[src/rtl/spi_hold_pkg.sv]
package spi_hold_pkg;
    typedef enum logic [2:0] {
        ST_ARMED,
        ST_IDLE,
        ST_CMD,
        ST_DATA,
        ST_REJECT
    } slv_state_e;
endpackage

[src/rtl/spi_sync.sv]
module spi_sync #(
    parameter int W = 4,
    parameter logic [W-1:0] RST_VAL = '0
) (
    input  logic         clk,
    input  logic         rst_n,
    input  logic [W-1:0] d_i,
    output logic [W-1:0] q_o
);
    logic [W-1:0] meta_q;

    always_ff @(posedge clk or negedge rst_n) begin
        if (!rst_n) begin
            meta_q <= RST_VAL;
            q_o    <= RST_VAL;
        end else begin
            meta_q <= d_i;
            q_o    <= meta_q;
        end
    end
endmodule

[src/rtl/spi_frame_fsm.sv]
module spi_frame_fsm
    import spi_hold_pkg::*;
#(
    parameter int TYPE_W = 2,
    parameter int ADDR_W = 2,
    parameter int OP_W   = 4,
    parameter logic [TYPE_W-1:0] DEV_TYPE = 2'b10,
    localparam int BYTE_W = TYPE_W + ADDR_W + OP_W,
    localparam int CNT_W  = $clog2(BYTE_W)
) (
    input  logic              clk,
    input  logic              rst_n,
    input  logic              sck_s,
    input  logic              csn_s,
    input  logic              sdi_s,
    input  logic              hold_s,
    input  logic [ADDR_W-1:0] strap_i,
    input  logic [BYTE_W-1:0] tx_data_i,
    output logic              sdo_o,
    output logic              sdo_oe_o,
    output logic              rx_valid_o,
    output logic [BYTE_W-1:0] rx_data_o,
    output logic              rx_first_o,
    output logic              tx_load_o
);
    localparam logic [CNT_W-1:0] LAST_BIT = CNT_W'(BYTE_W - 1);

    slv_state_e state_q, state_d;

    logic              sck_q;
    logic              paused_q;
    logic [CNT_W-1:0]  bit_cnt_q;
    logic [BYTE_W-1:0] shift_q;
    logic [BYTE_W-1:0] tx_sh_q;
    logic              is_read_q;

    logic              sck_rise, sck_fall, live, byte_done, cmd_match;
    logic [BYTE_W-1:0] next_byte;

    assign sck_rise  = sck_s & ~sck_q;
    assign sck_fall  = ~sck_s & sck_q;
    assign live      = ~csn_s & ~paused_q;
    assign next_byte = {shift_q[BYTE_W-2:0], sdi_s};
    assign byte_done = live && sck_rise && (bit_cnt_q == LAST_BIT);
    assign cmd_match = next_byte[BYTE_W-1:OP_W] == {DEV_TYPE, strap_i};
    assign sdo_oe_o  = (state_q == ST_DATA) && is_read_q;

    // next-state logic
    always_comb begin
        state_d = state_q;
        unique case (state_q)
            ST_ARMED:  if (csn_s) state_d = ST_IDLE;
            ST_IDLE:   if (!csn_s) state_d = ST_CMD;
            ST_CMD: begin
                if (csn_s)          state_d = ST_IDLE;
                else if (byte_done) state_d = cmd_match ? ST_DATA : ST_REJECT;
            end
            ST_DATA:   if (csn_s) state_d = ST_IDLE;
            ST_REJECT: if (csn_s) state_d = ST_IDLE;
            default:   state_d = ST_IDLE;
        endcase
    end

    // state register
    always_ff @(posedge clk or negedge rst_n) begin
        if (!rst_n) state_q <= ST_ARMED;
        else        state_q <= state_d;
    end

    // datapath and outputs
    always_ff @(posedge clk or negedge rst_n) begin
        if (!rst_n) begin
            sck_q      <= 1'b0;
            paused_q   <= 1'b0;
            bit_cnt_q  <= '0;
            shift_q    <= '0;
            tx_sh_q    <= '0;
            is_read_q  <= 1'b0;
            sdo_o      <= 1'b0;
            rx_valid_o <= 1'b0;
            rx_data_o  <= '0;
            rx_first_o <= 1'b0;
            tx_load_o  <= 1'b0;
        end else begin
            sck_q      <= sck_s;
            rx_valid_o <= 1'b0;
            tx_load_o  <= 1'b0;
            if (csn_s) begin
                paused_q  <= 1'b0;
                bit_cnt_q <= '0;
                is_read_q <= 1'b0;
            end else begin
                if (!paused_q && !hold_s && !sck_s)     paused_q <= 1'b1;
                else if (paused_q && hold_s && !sck_s)  paused_q <= 1'b0;

                if (live && (state_q == ST_CMD || state_q == ST_DATA)) begin
                    if (sck_rise) begin
                        shift_q   <= next_byte;
                        bit_cnt_q <= (bit_cnt_q == LAST_BIT) ? '0 : bit_cnt_q + 1'b1;
                        if (bit_cnt_q == LAST_BIT) begin
                            if (state_q == ST_CMD && cmd_match) begin
                                rx_valid_o <= 1'b1;
                                rx_data_o  <= next_byte;
                                rx_first_o <= 1'b1;
                                is_read_q  <= next_byte[OP_W-1];
                                if (next_byte[OP_W-1]) begin
                                    tx_sh_q   <= tx_data_i;
                                    tx_load_o <= 1'b1;
                                end
                            end else if (state_q == ST_DATA) begin
                                rx_valid_o <= 1'b1;
                                rx_data_o  <= next_byte;
                                rx_first_o <= 1'b0;
                                if (is_read_q) begin
                                    tx_sh_q   <= tx_data_i;
                                    tx_load_o <= 1'b1;
                                end
                            end
                        end
                    end
                    if (sck_fall && state_q == ST_DATA && is_read_q) begin
                        sdo_o   <= tx_sh_q[BYTE_W-1];
                        tx_sh_q <= {tx_sh_q[BYTE_W-2:0], 1'b0};
                    end
                end
            end
        end
    end

    // deselect releases the output driver
    p_deselect_hiz_r5: assert property (@(posedge clk) disable iff (!rst_n)
        csn_s |=> !sdo_oe_o);

    // a byte strobe never lasts two cycles
    p_rx_single_r1: assert property (@(posedge clk) disable iff (!rst_n)
        rx_valid_o |=> !rx_valid_o);

    // no byte completes while paused
    p_no_rx_paused_r7: assert property (@(posedge clk) disable iff (!rst_n)
        (paused_q && $past(paused_q)) |-> !rx_valid_o);

    // bit position frozen while paused and selected
    p_cnt_frozen_r7: assert property (@(posedge clk) disable iff (!rst_n)
        ($past(paused_q) && $past(!csn_s)) |-> $stable(bit_cnt_q));

    // nothing happens before the first select cycle
    p_armed_quiet_r6: assert property (@(posedge clk) disable iff (!rst_n)
        (state_q == ST_ARMED) |-> (!rx_valid_o && !sdo_oe_o && !tx_load_o));

    // rejected frames never drive the output
    p_reject_quiet_r3: assert property (@(posedge clk) disable iff (!rst_n)
        (state_q == ST_REJECT) |-> (!sdo_oe_o && !rx_valid_o));
endmodule

[src/rtl/spi_hold_slave.sv]
module spi_hold_slave #(
    parameter logic [1:0] DEV_TYPE = 2'b10
) (
    input  logic       clk,
    input  logic       rst_n,
    input  logic       sck_i,
    input  logic       csn_i,
    input  logic       sdi_i,
    input  logic       hold_n_i,
    input  logic [1:0] strap_i,
    input  logic [7:0] tx_data_i,
    output logic       sdo_o,
    output logic       sdo_oe_o,
    output logic       rx_valid_o,
    output logic [7:0] rx_data_o,
    output logic       rx_first_o,
    output logic       tx_load_o
);
    logic [3:0] raw_in, sync_out;

    assign raw_in = {sck_i, csn_i, sdi_i, hold_n_i};

    // csn resets low so a select held low through reset is not taken as a fall
    spi_sync #(.W(4), .RST_VAL(4'b0001)) u_sync (
        .clk   (clk),
        .rst_n (rst_n),
        .d_i   (raw_in),
        .q_o   (sync_out)
    );

    spi_frame_fsm #(.TYPE_W(2), .ADDR_W(2), .OP_W(4), .DEV_TYPE(DEV_TYPE)) u_fsm (
        .clk        (clk),
        .rst_n      (rst_n),
        .sck_s      (sync_out[3]),
        .csn_s      (sync_out[2]),
        .sdi_s      (sync_out[1]),
        .hold_s     (sync_out[0]),
        .strap_i    (strap_i),
        .tx_data_i  (tx_data_i),
        .sdo_o      (sdo_o),
        .sdo_oe_o   (sdo_oe_o),
        .rx_valid_o (rx_valid_o),
        .rx_data_o  (rx_data_o),
        .rx_first_o (rx_first_o),
        .tx_load_o  (tx_load_o)
    );
endmodule

[config.mk]
export PLATFORM = sky130hd
export DESIGN_NAME = spi_hold_slave
export DESIGN_NICKNAME = d
export VERILOG_FILES = /design/src/rtl/spi_hold_pkg.sv /design/src/rtl/spi_sync.sv /design/src/rtl/spi_frame_fsm.sv /design/src/rtl/spi_hold_slave.sv
export SDC_FILE = /design/constraint.sdc
export NUM_CORES = 1
export LEC_CHECK = 0
export BUFFER_PORTS_ARGS = -buffer_cell sky130_fd_sc_hd__buf_2
export CORE_MARGIN = 10
export CORE_UTILIZATION = 56
export CTS_BUF_LIST = sky130_fd_sc_hd__clkbuf_16
export DETAILED_ROUTE_END_ITERATION = 6
export PLACE_DENSITY = 0.78
export SLEW_MARGIN = 20
export SYNTH_ARGS = -nofsm -noshare
export SYNTH_HDL_FRONTEND = slang
export SYNTH_SLANG_ARGS = --single-unit
[constraint.sdc]
create_clock -name clk -period 2.9 [get_ports clk]
set_clock_uncertainty 0.05 [all_clocks]
set_input_delay 0.58 -clock clk [delete_from_list [all_inputs] [get_ports clk]]
set_output_delay 0.58 -clock clk [all_outputs]
set_load 0.1 [all_outputs]
# Yosys cells after proc, flatten, opt, wreduce, memory -nomap -nowiden
# Cells that the tools add are included.
[word_totals]
ff_bits = 44
input_bits = 16
out_inout_bits = 13
wordCells = 109
[classes]
add_sub_neg = 1
n_eq_ne = 10
mux = 43
bitwise_logic = 7
reduce_logical = 34
[op_table]
columns = ["cell", "n"]
rows = [
  ["8-bit 2-to-1 mux", 9],
  ["3-bit 2-to-1 mux", 9],
  ["1-bit 2-to-1 mux", 24],
  ["2-bit nonzero test", 7],
  ["1-bit logical AND", 11],
  ["3-bit one-hot mux with 3 select lines", 1],
  ["3-bit AND reduction", 3],
  ["3-bit nonzero test", 3],
  ["7-bit AND reduction", 1],
  ["3-bit by 2-bit equality test with 1-bit output, second input constant", 2],
  ["3-bit equality test, second input constant", 2],
  ["3-bit by 2-bit inequality test with 1-bit output, second input constant", 2],
  ["5-bit AND reduction", 1],
  ["4-bit equality test", 1],
  ["1-bit inverter", 4],
  ["4-bit AND reduction", 1],
  ["3-bit by 1-bit adder with 3-bit output, second input constant", 1],
  ["1-bit bitwise AND", 3],
  ["3-bit by 1-bit equality test with 1-bit output, second input constant", 1],
  ["1-bit zero test", 3],
  ["3-bit zero test", 1],
  ["3-bit OR reduction", 1],
  ["2-bit by 1-bit inequality test with 1-bit output, second input constant", 1],
  ["2-bit inequality test, second input constant", 1],
  ["other kinds (2)", 2],
]

# Longest topological paths before layout
# Gate-level depths: netlist (run 1).
[logic_depth]
ltp_word = 7
mapped_depth = 7

# Cells and area by module
# From an unflattened synthesis (run 1), not the netlist that was laid out.
[unflattened]
hier_cells = 131
area_unflattened_um2 = 1868.0
[modules_own_cells]
columns = ["mod", "n_inst", "cells_per_inst", "area_each_um2", "seq_area_each_um2"]
rows = [
  ["spi_frame_fsm", 1, 123, 1665.3, 900.9],
  ["spi_sync", 1, 8, 202.7, 202.7],
]

# Least setup slack after synthesis (run 1)
# OpenSTA, ideal clock, no wires.
[synth_timing]
path_type = "register -> register"
start = "reg u_fsm.state_q[0]"
end = "reg u_fsm.sdo_o"
setup_time_ps = 126
t_arrival_ps = 2000
t_required_ps = 2724
setup_slack_ps = 724
stages_incl_launch_ff = 7
n_path_buf = 2
period_less_slack_ps = 2176
path_cell_list = "dfrtp_1 -> clkbuf_1 -> and4b_2 -> and3b_1 -> clkbuf_1 -> nand2_1 -> mux2_2"
[synth_via]
elab_chain_cells = 4
[synth_rtl]
columns = ["item", "line", "source"]
rows = [
  ["start, declared", "spi_frame_fsm.sv:28", "slv_state_e state_q, state_d;"],
  ["start signal, assigned", "spi_frame_fsm.sv:67", "else state_q <= state_d;"],
  ["3-bit by 2-bit equality test with 1-bit output (on tied branches)", "spi_frame_fsm.sv:96, spi_frame_fsm.sv:121", ""],
  ["1-bit logical AND or 1-bit logical OR (tied branches)", "spi_frame_fsm.sv:121, spi_frame_fsm.sv:96", ""],
  ["1-bit logical AND (on tied branches)", "spi_frame_fsm.sv:121, spi_frame_fsm.sv:96", ""],
  ["3-bit AND reduction (no line) *", "--", ""],
  ["end signal, assigned", "spi_frame_fsm.sv:122", "sdo_o <= tx_sh_q[BYTE_W-1];"],
  ["end, declared", "spi_frame_fsm.sv:19", "output logic sdo_o,"],
]
# Mark *: on every way between the ends. The rest lies on a longest branch, timed or not.
# A chain may end at the register's enable or synchronous reset.

# Final worst setup path (run 1)
[layout_timing]
start = "reg u_fsm.state_q[0]"
end = "reg u_fsm.tx_sh_q[1]"
[layout_via]
elab_chain_cells = 6
[layout_rtl]
columns = ["item", "line", "source"]
rows = [
  ["3-bit by 2-bit equality test with 1-bit output", "spi_frame_fsm.sv:96, spi_frame_fsm.sv:101", ""],
  ["1-bit logical AND", "spi_frame_fsm.sv:101", "if (state_q == ST_CMD && cmd_match) begin"],
  ["8-bit 2-to-1 mux", "spi_frame_fsm.sv:101", ""],
  ["8-bit 2-to-1 mux", "spi_frame_fsm.sv:100", "if (bit_cnt_q == LAST_BIT) begin"],
  ["8-bit 2-to-1 mux", "spi_frame_fsm.sv:97", "if (sck_rise) begin"],
  ["8-bit 2-to-1 mux", "spi_frame_fsm.sv:121", "if (sck_fall && state_q == ST_DATA && is_read_q) begin"],
  ["end signal, assigned", "spi_frame_fsm.sv:107", "tx_sh_q <= tx_data_i;"],
  ["end signal, assigned", "spi_frame_fsm.sv:115", "tx_sh_q <= tx_data_i;"],
  ["end signal, assigned", "spi_frame_fsm.sv:123", "tx_sh_q <= {tx_sh_q[BYTE_W-2:0], 1'b0};"],
  ["end, declared", "spi_frame_fsm.sv:34", "logic [BYTE_W-1:0] tx_sh_q;"],
]
# Several ways; a longest one is shown, not always the timed one. The select of a mux whose other input is x is not followed.

==> flow_summary.toml, run 1 <==
[run_status]
outcome = "completed"

[detailed_routing]
vias = 1430
ant_nets = 0
viasPerCell = 5.74
wl_per_cell_um = 16.1
wl_um = 4020
drcViolationCount = 0
firstDrtPassIters = 4
drt_iter0_drc = 113

[yosys]
synth_seq_cells = 44
yosysSeqAreaShare_pct = 55.3
syn-mean-instance-area_um2 = 11.4
synthArstFlopShare_pct = 100
synth_top_family_by_area = "simple AND/OR/NAND/NOR gates"
synthMuxAreaShare_pct = 5.02
synthDistinctLibCells = 42
synthFlopType = "dfrtp_1"
yosysWarnings = 0
synth_fp_nets = 193
synth_cells = 175
synthAdderAreaFrac_pct = 1.25
synth_compound_area_share_pct = 15.5
synthSimpleGateAreaFrac_pct = 18.2
syn_area_mm2 = 0.00200
synth_xor_area_share_pct = 0.878
synth_edf_count = 0

[critical_path]
cpLargestDelayFamily = "simple AND/OR/NAND/NOR gates"
worst_ep_required_time_ns = 2.99
cp_max_fo = 11
crit_buf_inv = 0
crit_slowest_cell = "or4_1"
arrival_ns = 2.36
crit_type = "flop to flop"
cp_cell_sequence = "or4b_1 -> or4_1 -> a32oi_1 -> o221ai_2"
cp-end-kind = "flop"
critical_path.startpoint_type = "flop"
max_stage_delay_ns = 0.61

[timing]
setup_viol = 0
period_share_pct = 78.0
finalCriticalPeriod_ns = 2.26
max_slew_margin_pct = 37.0
fmax_mhz = 442
hold_viol = 0
worst_slew_pin_slew_ns = 0.944
rsz0062_at_grt = "no"
slew_violations = 0
totalNegativeSetupSlack_ns = 0

[final_layout]
area_growth_pct = 14.9
nFillCells = 264
fin_cells = 249
n_antenna_cell = 0
mostFrequentLayoutCells = "42 x dfrtp_1, 35 x nand2_1, 28 x buf_2"
register_area_mm2 = 0.00110
final_layout_size_suffix_gt1_share_pct = 29.1
nets = 220
final_common_cell = "dfrtp_1"
multiInputGateArea_um2 = 816

[die]
coreArea_mm2 = 0.00339
io_pins = 29
dieArea_mm2 = 0.00635
rows = 21
fp.dieW_um = 79.7
initial_utilization_pct = 58.9
die_h_um = 79.7

[clock_tree]
htreeDepth = 2
cts_hold_buf = 0
cts_tree = "built"
clock-sinks = 44
clock-root-buffer = "clkbuf_16"
numCtsBuffers = 5
cts_buffer_depth = 2
path_clk_slew_ns = 0.06
cts_resized = 0
clock_latency_ns = 0.28
postCtsSetupRepairBufs = 0

[hold_path]
hold_class = "flop to flop"

[power_and_ir_drop]
combinationalPowerShare_pct = 4.9
pwr-share-clk_pct = 42.0
max-vdd-ir-drop_mv = 0.412
power_switching_uw = 274
powerDensity_mw_per_mm2 = 545
intPower_uw = 976
leakagePower_uw = 0.00110
switching_share_pct = 21.9
p_seq_share_pct = 53.1

[grt]
overflow = 0
grt.total_usage_pct = 13.5
grt_max_degree = 45
grt_first_pass_wirelength_um = 6900
antenna_found_initial = 0
grt_pass1_vias = 1447

[placed_design]
dpl.hpwl_um = 2830
io_buffers = 28
gp_congestion = 0.800
dp.cells = 241

[run]
drv_cap = 0
-- cells by family after synthesis --
| logic type | Yosys count |
|---|---|
| buf+inv | 15 |
| xor+xnor | 2 |
| mux | 9 |
| compound gates | 36 |
| flops | 44 |
| fa+ha+maj | 2 |
| simple gates | 67 |
-- cell usage after synthesis (2+ instances only) --
| library cell | count | area [µm²] |
|---|---|---|
| dfstp_2 | 2 | 52.6 |
| nand3b_1 | 5 | 37.5 |
| clkbuf_1 | 5 | 18.8 |
| and3b_1 | 2 | 17.5 |
| dfrtp_1 | 42 | 1050 |
| nand2_1 | 35 | 131 |
| o21ai_0 | 14 | 70.1 |
| nor3_1 | 2 | 10.0 |
| buf_6 | 2 | 22.5 |
| ha_1 | 2 | 25.0 |
| mux2_2 | 8 | 90.1 |
| nand2b_1 | 6 | 37.5 |
| xor2_1 | 2 | 17.5 |
| o221ai_2 | 8 | 120 |
| nand4_1 | 2 | 12.5 |
| a32oi_1 | 7 | 61.3 |
| inv_1 | 5 | 18.8 |
| nor2_1 | 2 | 7.51 |
-- worst register-to-register path, delay by kind of cell, from the launching register on --
family | cells | cell delay, ns
compound gates | 2 | 0.43
flops | 1 | 0.49
simple gates | 2 | 1.15
-- power by group through the flow --
stage	sequential (µW)	combinational (µW)	clock (µW)
after global placement	672	57.1	0
after CTS	664	62.7	536
after global routing	668	70.4	571
after floorplan	664	34.0	0
after detailed placement	675	61.5	0
final	664	61.1	525
-- registers in the layout (all words and copies together), names as in the netlist, 3 cells and up --
register,flops
u_sync.q_o,4
u_fsm.rx_data_o,8
u_fsm.shift_q,7
u_fsm.state_q,3
u_sync.meta_q,4
u_fsm.tx_sh_q,8
u_fsm.bit_cnt_q,3
-- cell type report --
type	count	area share, %
clock buffers	5	5.46
clock inverters	3	0.710
inverters	5	0.819
multi-input cells	116	35.6
flip-flops and latches	44	48.1
well taps	46	2.51
repair buffers	30	6.77
-- per-layer routing --
| metal | part of all wire [%] | wire length [µm] | GRT usage, % |
|---|---|---|---|
| met5 | 0 | 0 | 0 |
| met4 | 1.0 | 40 | 4.12 |
| met3 | 6.3 | 253 | 5.29 |
| met2 | 49 | 1970 | 22.1 |
| met1 | 44 | 1760 | 16.0 |
-- final timing paths --
check                                         to  depth (start not counted)        startpoint  slack, ns
worst max-delay path            u_fsm.tx_sh_q[1]                          4  u_fsm.state_q[0]       0.64
worst min-delay path               u_sync.q_o[2]                          0  u_sync.meta_q[2]       0.30
worst max register to register  u_fsm.tx_sh_q[1]                          4  u_fsm.state_q[0]       0.64
worst min register to register     u_sync.q_o[2]                          0  u_sync.meta_q[2]       0.30
max in group asynchronous       u_fsm.tx_sh_q[6]                          1             rst_n       1.82
min in group asynchronous       u_fsm.tx_sh_q[0]                          1             rst_n       0.40
-- per-stage QoR --
step                cell area, µm²  utilization (%)  hold slack [ns]  setup slack (ns)  total power [µW]
floorplan                     2000                -            0.234             0.724               698
global placement              2150             63.5            0.283             0.677               729
detailed placement            2150             63.5            0.287             0.599               736
CTS                           2290             67.6            0.298             0.655              1260
global route                  2290             67.6            0.301             0.556              1310
finish                        2290             67.6            0.297             0.639              1250
Note: power is estimated with default switching activity, not from simulation.
==> run 2, diff against run 1 <==
--- a/config.mk
+++ b/config.mk
@@ -5,12 +5,13 @@
 export SDC_FILE = /design/constraint.sdc
 export NUM_CORES = 1
 export LEC_CHECK = 0
+export ABC_AREA = 1
 export BUFFER_PORTS_ARGS = -buffer_cell sky130_fd_sc_hd__buf_2
 export CORE_MARGIN = 10
-export CORE_UTILIZATION = 56
+export CORE_UTILIZATION = 51
 export CTS_BUF_LIST = sky130_fd_sc_hd__clkbuf_16
 export DETAILED_ROUTE_END_ITERATION = 6
-export PLACE_DENSITY = 0.78
+export PLACE_DENSITY = 0.75
 export SLEW_MARGIN = 20
 export SYNTH_ARGS = -nofsm -noshare
 export SYNTH_HDL_FRONTEND = slang
==> constraint.sdc (replaced) <==
create_clock -name clk -period 1.95 [get_ports clk]
set_clock_uncertainty 0.05 [all_clocks]
set_input_delay 0.39 -clock clk [delete_from_list [all_inputs] [get_ports clk]]
set_output_delay 0.39 -clock clk [all_outputs]
set_load 0.1 [all_outputs]
==> flow_summary.toml, run 2 <==
[yosys]
ys_top_cells_by_count = "47 x nand2_1, 42 x dfrtp_1, 24 x inv_1"
syn-mean-instance-area_um2 = 9.43
yosys.area.top_type = "dfrtp_1"
synthFlopType = "dfrtp_1"
synth_edf_count = 0
syn_area_mm2 = 0.00207
synth_seq_cells = 44
yosysMostFrequentCell = "nand2_1"
synthArstFlopShare_pct = 100
synthTopCellsByArea = "dfrtp_1 51%, nand2_1 8.5%, o21ai_0 4.6%"
synth_fp_nets = 237
synth_cells = 219
yosysTopAreaCellShare_pct = 50.9
yosysSeqAreaShare_pct = 53.4
synthDistinctLibCells = 23
yosysWarnings = 0

[timing]
hold_viol = 6
period_share_pct = 92.3
setup_viol = 0
fmax_mhz = 556
totalNegativeSetupSlack_ns = 0
worst_slew_pin_slew_ns = 0.489
rsz0062_at_grt = "no"
hold-worst-slack_ns = -0.00339
finalCriticalPeriod_ns = 1.80
max_slew_margin_pct = 67.6
slew_violations = 0

[grt]
grt_max_degree = 27
grt_pass1_vias = 1625
grt.total_usage_pct = 12.1
antenna_found_initial = 0
grt_first_pass_wirelength_um = 7220
overflow = 0

[clock_tree]
clock-sinks = 44
cts_tree = "built"
htreeDepth = 2
clock_latency_ns = 0.28
clock-root-buffer = "clkbuf_16"
cts_hold_buf = 0
numCtsBuffers = 5
cts_buffer_depth = 2
path_clk_slew_ns = 0.06

[power_and_ir_drop]
intPower_uw = 1580
leakagePower_uw = 0.00123
combinationalPowerShare_pct = 17.4
switching_share_pct = 28.6
max-vdd-ir-drop_mv = 0.429
p_seq_share_pct = 47.6
powerDensity_mw_per_mm2 = 916
pwr-share-clk_pct = 35.0
power_switching_uw = 631

[critical_path]
worst_ep_required_time_ns = 1.51
rr_worst_depth = 8
cp-end-kind = "primary output"
r2r-end = "u_fsm.state_q[0]"
cp_max_fo = 6
timing.rr.start = "u_fsm.bit_cnt_q[0]"
crit_type = "flop to primary output"
r2r_slack_ns = 0.24
arrival_ns = 1.36
critical_path.startpoint_type = "flop"

[final_layout]
n_antenna_cell = 0
nets = 271
mostFrequentLayoutCells = "47 x nand2_1, 42 x dfrtp_1, 27 x buf_2"
final_layout_size_suffix_gt1_share_pct = 30.7
fin_cells = 304
final_common_cell = "nand2_1"
final_area_mm2 = 0.00241
final_util_pct = 60.8
area_growth_pct = 16.8
nFillCells = 366
top_regs = "u_fsm.rx_data_o x8, u_fsm.tx_sh_q x8, u_fsm.shift_q x7"

[placed_design]
io_buffers = 28
placedInstanceArea_mm2 = 0.00227
gp_congestion = 0.823
dpl.hpwl_um = 2870
dp.cells = 296

[die]
dieArea_mm2 = 0.00700
coreArea_mm2 = 0.00397
die_h_um = 83.6
rows = 23
io_pins = 29
initial_utilization_pct = 52.0
fp.dieW_um = 83.6

[run_status]
violations = "hold timing"
outcome = "complete, but fails checks"

[run]
drv_cap = 0

[detailed_routing]
drt_iter0_drc = 93
viasPerCell = 4.94
wl_per_cell_um = 12.6
firstDrtPassIters = 4
wl_um = 3830
vias = 1502
ant_nets = 0
drcViolationCount = 0

[hold_path]
hold_class = "input port to async pin"
## run 2: changes by cell type after synthesis, sizes merged, moves of 6 or more
cell,before,now
mux2,8,0
o21bai,0,8
nand3,0,21
nor2,2,15
nand2b,6,0
nand2,35,56
o221ai,8,0
a32oi,7,0
inv,5,33
o21ai,14,28
## run 2: critical path, stage by stage, from the launching register on
cell	delay [ns]
dfrtp_1	0.37
inv_2	0.11
nand3_2	0.09
nor2_4	0.14
clkbuf_4	0.35
## run 2: cell families (layout without fill, tap and decap cells)
kind of cell               count (synthesis)  count (layout)  synth area share [%]
and+or+nand+nor                           97              97                  25.8
DFF                                       44              44                  53.4
AOI/OAI and AO/OA                         40              40                  12.4
buffers and inverters                     36              71                  7.15
adders and majority gates                  2               2                  1.21
## run 2: area by class of cell
| class | count | area [µm²] | share of cell area, % |
|---|---|---|---|
| Clock inverter | 3 | 11.3 | 0.467 |
| Clock buffer | 5 | 125 | 5.18 |
| Inverter | 33 | 126 | 5.24 |
| Sequential cell | 44 | 1100 | 45.7 |
| Tap cell | 50 | 62.6 | 2.59 |
| Multi-Input combinational cell | 139 | 815 | 33.7 |
| Timing Repair Buffer | 30 | 170 | 7.05 |
## run 2: through the flow
stage | total power [µW] | setup WS (ns)
6_report | 2210 | 0.151
5_1_grt | 2340 | 0.0663
4_1_cts | 2230 | 0.0481
3_5_place_dp | 1450 | 0.232
3_3_place_gp | 1430 | 0.292
2_1_floorplan | 1340 | 0.145
## run 2: power groups by stage
stage	clock network (µW)	registers, µW	logic [µW]
6_report	773	1050	385
2_1_floorplan	0	1060	285
3_5_place_dp	0	1070	385
5_1_grt	830	1060	445
3_3_place_gp	0	1060	371
4_1_cts	790	1050	390
## run 2: how the worst max path moves through the flow
stage / from / endpoint / slack [ns] / depth (start not counted)
finish: u_fsm.state_q[2] / sdo_oe_o / 0.15 / 4
global route: u_fsm.bit_cnt_q[0] / u_fsm.state_q[0] / 0.07 / 8
CTS: u_fsm.state_q[2] / sdo_oe_o / 0.05 / 4
detailed placement: u_fsm.bit_cnt_q[0] / u_fsm.state_q[0] / 0.23 / 8
global placement: u_fsm.bit_cnt_q[0] / u_fsm.state_q[0] / 0.29 / 8
floorplan: u_fsm.state_q[2] / u_fsm.sdo_o / 0.15 / 9
## run 2: timing repair
action / in CTS / in global routing
resized for setup: 0 / 1
setup buffers: 0 / 0
endpoints found under the setup margin: 0 / 1
## run 2: layer usage
metal	GRT usage, %	wire length, µm
met4	4.57	64
met1	14.0	1800
met3	3.91	164
met5	0	0
met2	20.3	1790
==> run 3, diff against run 2 <==
--- a/config.mk
+++ b/config.mk
@@ -12,6 +12,7 @@
 export CTS_BUF_LIST = sky130_fd_sc_hd__clkbuf_16
 export DETAILED_ROUTE_END_ITERATION = 6
 export PLACE_DENSITY = 0.75
+export RECOVER_POWER = 25
 export SLEW_MARGIN = 20
 export SYNTH_ARGS = -nofsm -noshare
 export SYNTH_HDL_FRONTEND = slang
==> flow_summary.toml, run 3 (synthesized netlist as in run 2, its figures left out) <==
[critical_path]
worst_ep_required_time_ns = 1.51
max_stage_delay_ns = 0.37
cp_max_fo = 6
crit_slowest_cell = "dfrtp_1"
crit_buf_inv = 2
cp-end-kind = "primary output"
arrival_ns = 1.36
critical_path.startpoint_type = "flop"
cp_cell_sequence = "inv_2 -> nand3_2 -> nor2_4 -> clkbuf_4"
crit_type = "flop to primary output"
r2r-end = "u_fsm.state_q[0]"
rr_worst_depth = 8
timing.rr.start = "u_fsm.bit_cnt_q[0]"
r2r_slack_ns = 0.24
cpLargestDelayFamily = "buffers and inverters"

[timing]
finalCriticalPeriod_ns = 1.80
worst_slew_pin_slew_ns = 1.07
hold_viol = 0
period_share_pct = 92.3
max_slew_margin_pct = 28.8
fmax_mhz = 556
totalNegativeSetupSlack_ns = 0
rsz0062_at_grt = "no"
slew_violations = 0
setup_viol = 0

[final_layout]
final_common_cell = "nand2_1"
mostFrequentLayoutCells = "47 x nand2_1, 42 x dfrtp_1, 26 x inv_1, 26 x buf_2, 19 x o21ai_0"
final_layout_size_suffix_gt1_share_pct = 30.3
nets = 271
top_regs = "u_fsm.rx_data_o x8, u_fsm.tx_sh_q x8, u_fsm.shift_q x7"
area_growth_pct = 16.8
n_antenna_cell = 0
nFillCells = 367

[detailed_routing]
wl_per_cell_um = 12.6
drt_iter0_drc = 93
wl_met1_um = 1810
route.met3.wl_um = 163
wl_um = 3830
firstDrtPassIters = 4
vias = 1502
drcViolationCount = 0
highest_layer = "met4"
dr_wl_met2_um = 1790
ant_nets = 0
viasPerCell = 4.94

[placed_design]
io_buffers = 28
gp_congestion = 0.823
dpl.hpwl_um = 2870

[clock_tree]
postCtsSetupRepairBufs = 0
clock-sinks = 44
cts_buffer_depth = 2
clock_latency_ns = 0.28
clock-root-buffer = "clkbuf_16"
path_clk_slew_ns = 0.06
cts_tree = "built"
numCtsBuffers = 5
htreeDepth = 2

[grt]
grt.total_usage_pct = 12.1
overflow = 0
grt_max_degree = 27
grt_pass1_vias = 1625
grt_first_pass_wirelength_um = 7220
antenna_found_initial = 0

[die]
die_h_um = 83.6
io_pins = 29
dieArea_mm2 = 0.00700
fp.dieW_um = 83.6
rows = 23
coreArea_mm2 = 0.00397
initial_utilization_pct = 52.0

[hold_path]
min_to = "u_sync.meta_q[0]"
min-delay-start = "hold_n_i"
hold_class = "input port to flop"
whs_path_depth = 1

[power_and_ir_drop]
finalPower_uw = 2210
powerDensity_mw_per_mm2 = 916
max-vdd-ir-drop_mv = 0.429
leakagePower_uw = 0.00123

[run_status]
outcome = "completed"

[run]
drv_cap = 0
==> run 3: cell types whose count changed in the layout (fill, tap and decap cells not counted), sizes merged <==
| cell | before | now |
|---|---|---|
| buf | 29 | 28 |
| clkbuf | 6 | 7 |
==> run 3: through the flow <==
stage	instance area, µm²	hold WS [ns]	setup slack, ns	instances	util (%)
global placement	2270	0.283	0.292	296	57.3
CTS	2410	0.0273	0.0481	304	60.7
floorplan	2070	0.0444	0.145	219	-
detailed placement	2270	0.285	0.232	296	57.3
global route	2410	0.150	0.0663	304	60.7
finish	2410	0.154	0.151	304	60.7
==> run 3: power by group <==
part           internal, µW  leakage, µW  switching (µW)
clock                   460    0.0000738             313
sequential              991     0.000542            61.2
combinational           127     0.000615             257
==> run 3: how the worst max path moves through the flow <==
stage                     depth (start not counted)               end               start
final                                             4          sdo_oe_o    u_fsm.state_q[2]
after global routing                              8  u_fsm.state_q[0]  u_fsm.bit_cnt_q[0]
after CTS                                         4          sdo_oe_o    u_fsm.state_q[2]
after detailed placement                          8  u_fsm.state_q[0]  u_fsm.bit_cnt_q[0]
after global placement                            8  u_fsm.state_q[0]  u_fsm.bit_cnt_q[0]
after floorplan                                   9       u_fsm.sdo_o    u_fsm.state_q[2]
==> run 3: area by class of cell <==
cell class	count	area [µm²]	area share [%]
sequential	44	1100	45.7
timing repair buffer	30	169	7.00
multi-input combinational	139	815	33.8
tap	50	62.6	2.59
inverter	33	126	5.24
clock buffer	5	125	5.19
clock inverter	3	11.3	0.467
==> run 3: timing repair <==
item / 4_1_cts / 5_1_grt
setup endpoints to repair: 0 / 1
hold buffers: 0 / 0
resized for setup: 0 / 1
==> run 3: per-layer routing <==
layer | GRT usage (%) | vias up
met5 | 0 | -
met4 | 4.57 | 0
met3 | 3.91 | 7
met2 | 20.3 | 26
met1 | 14.0 | 700
li1 | - | 769
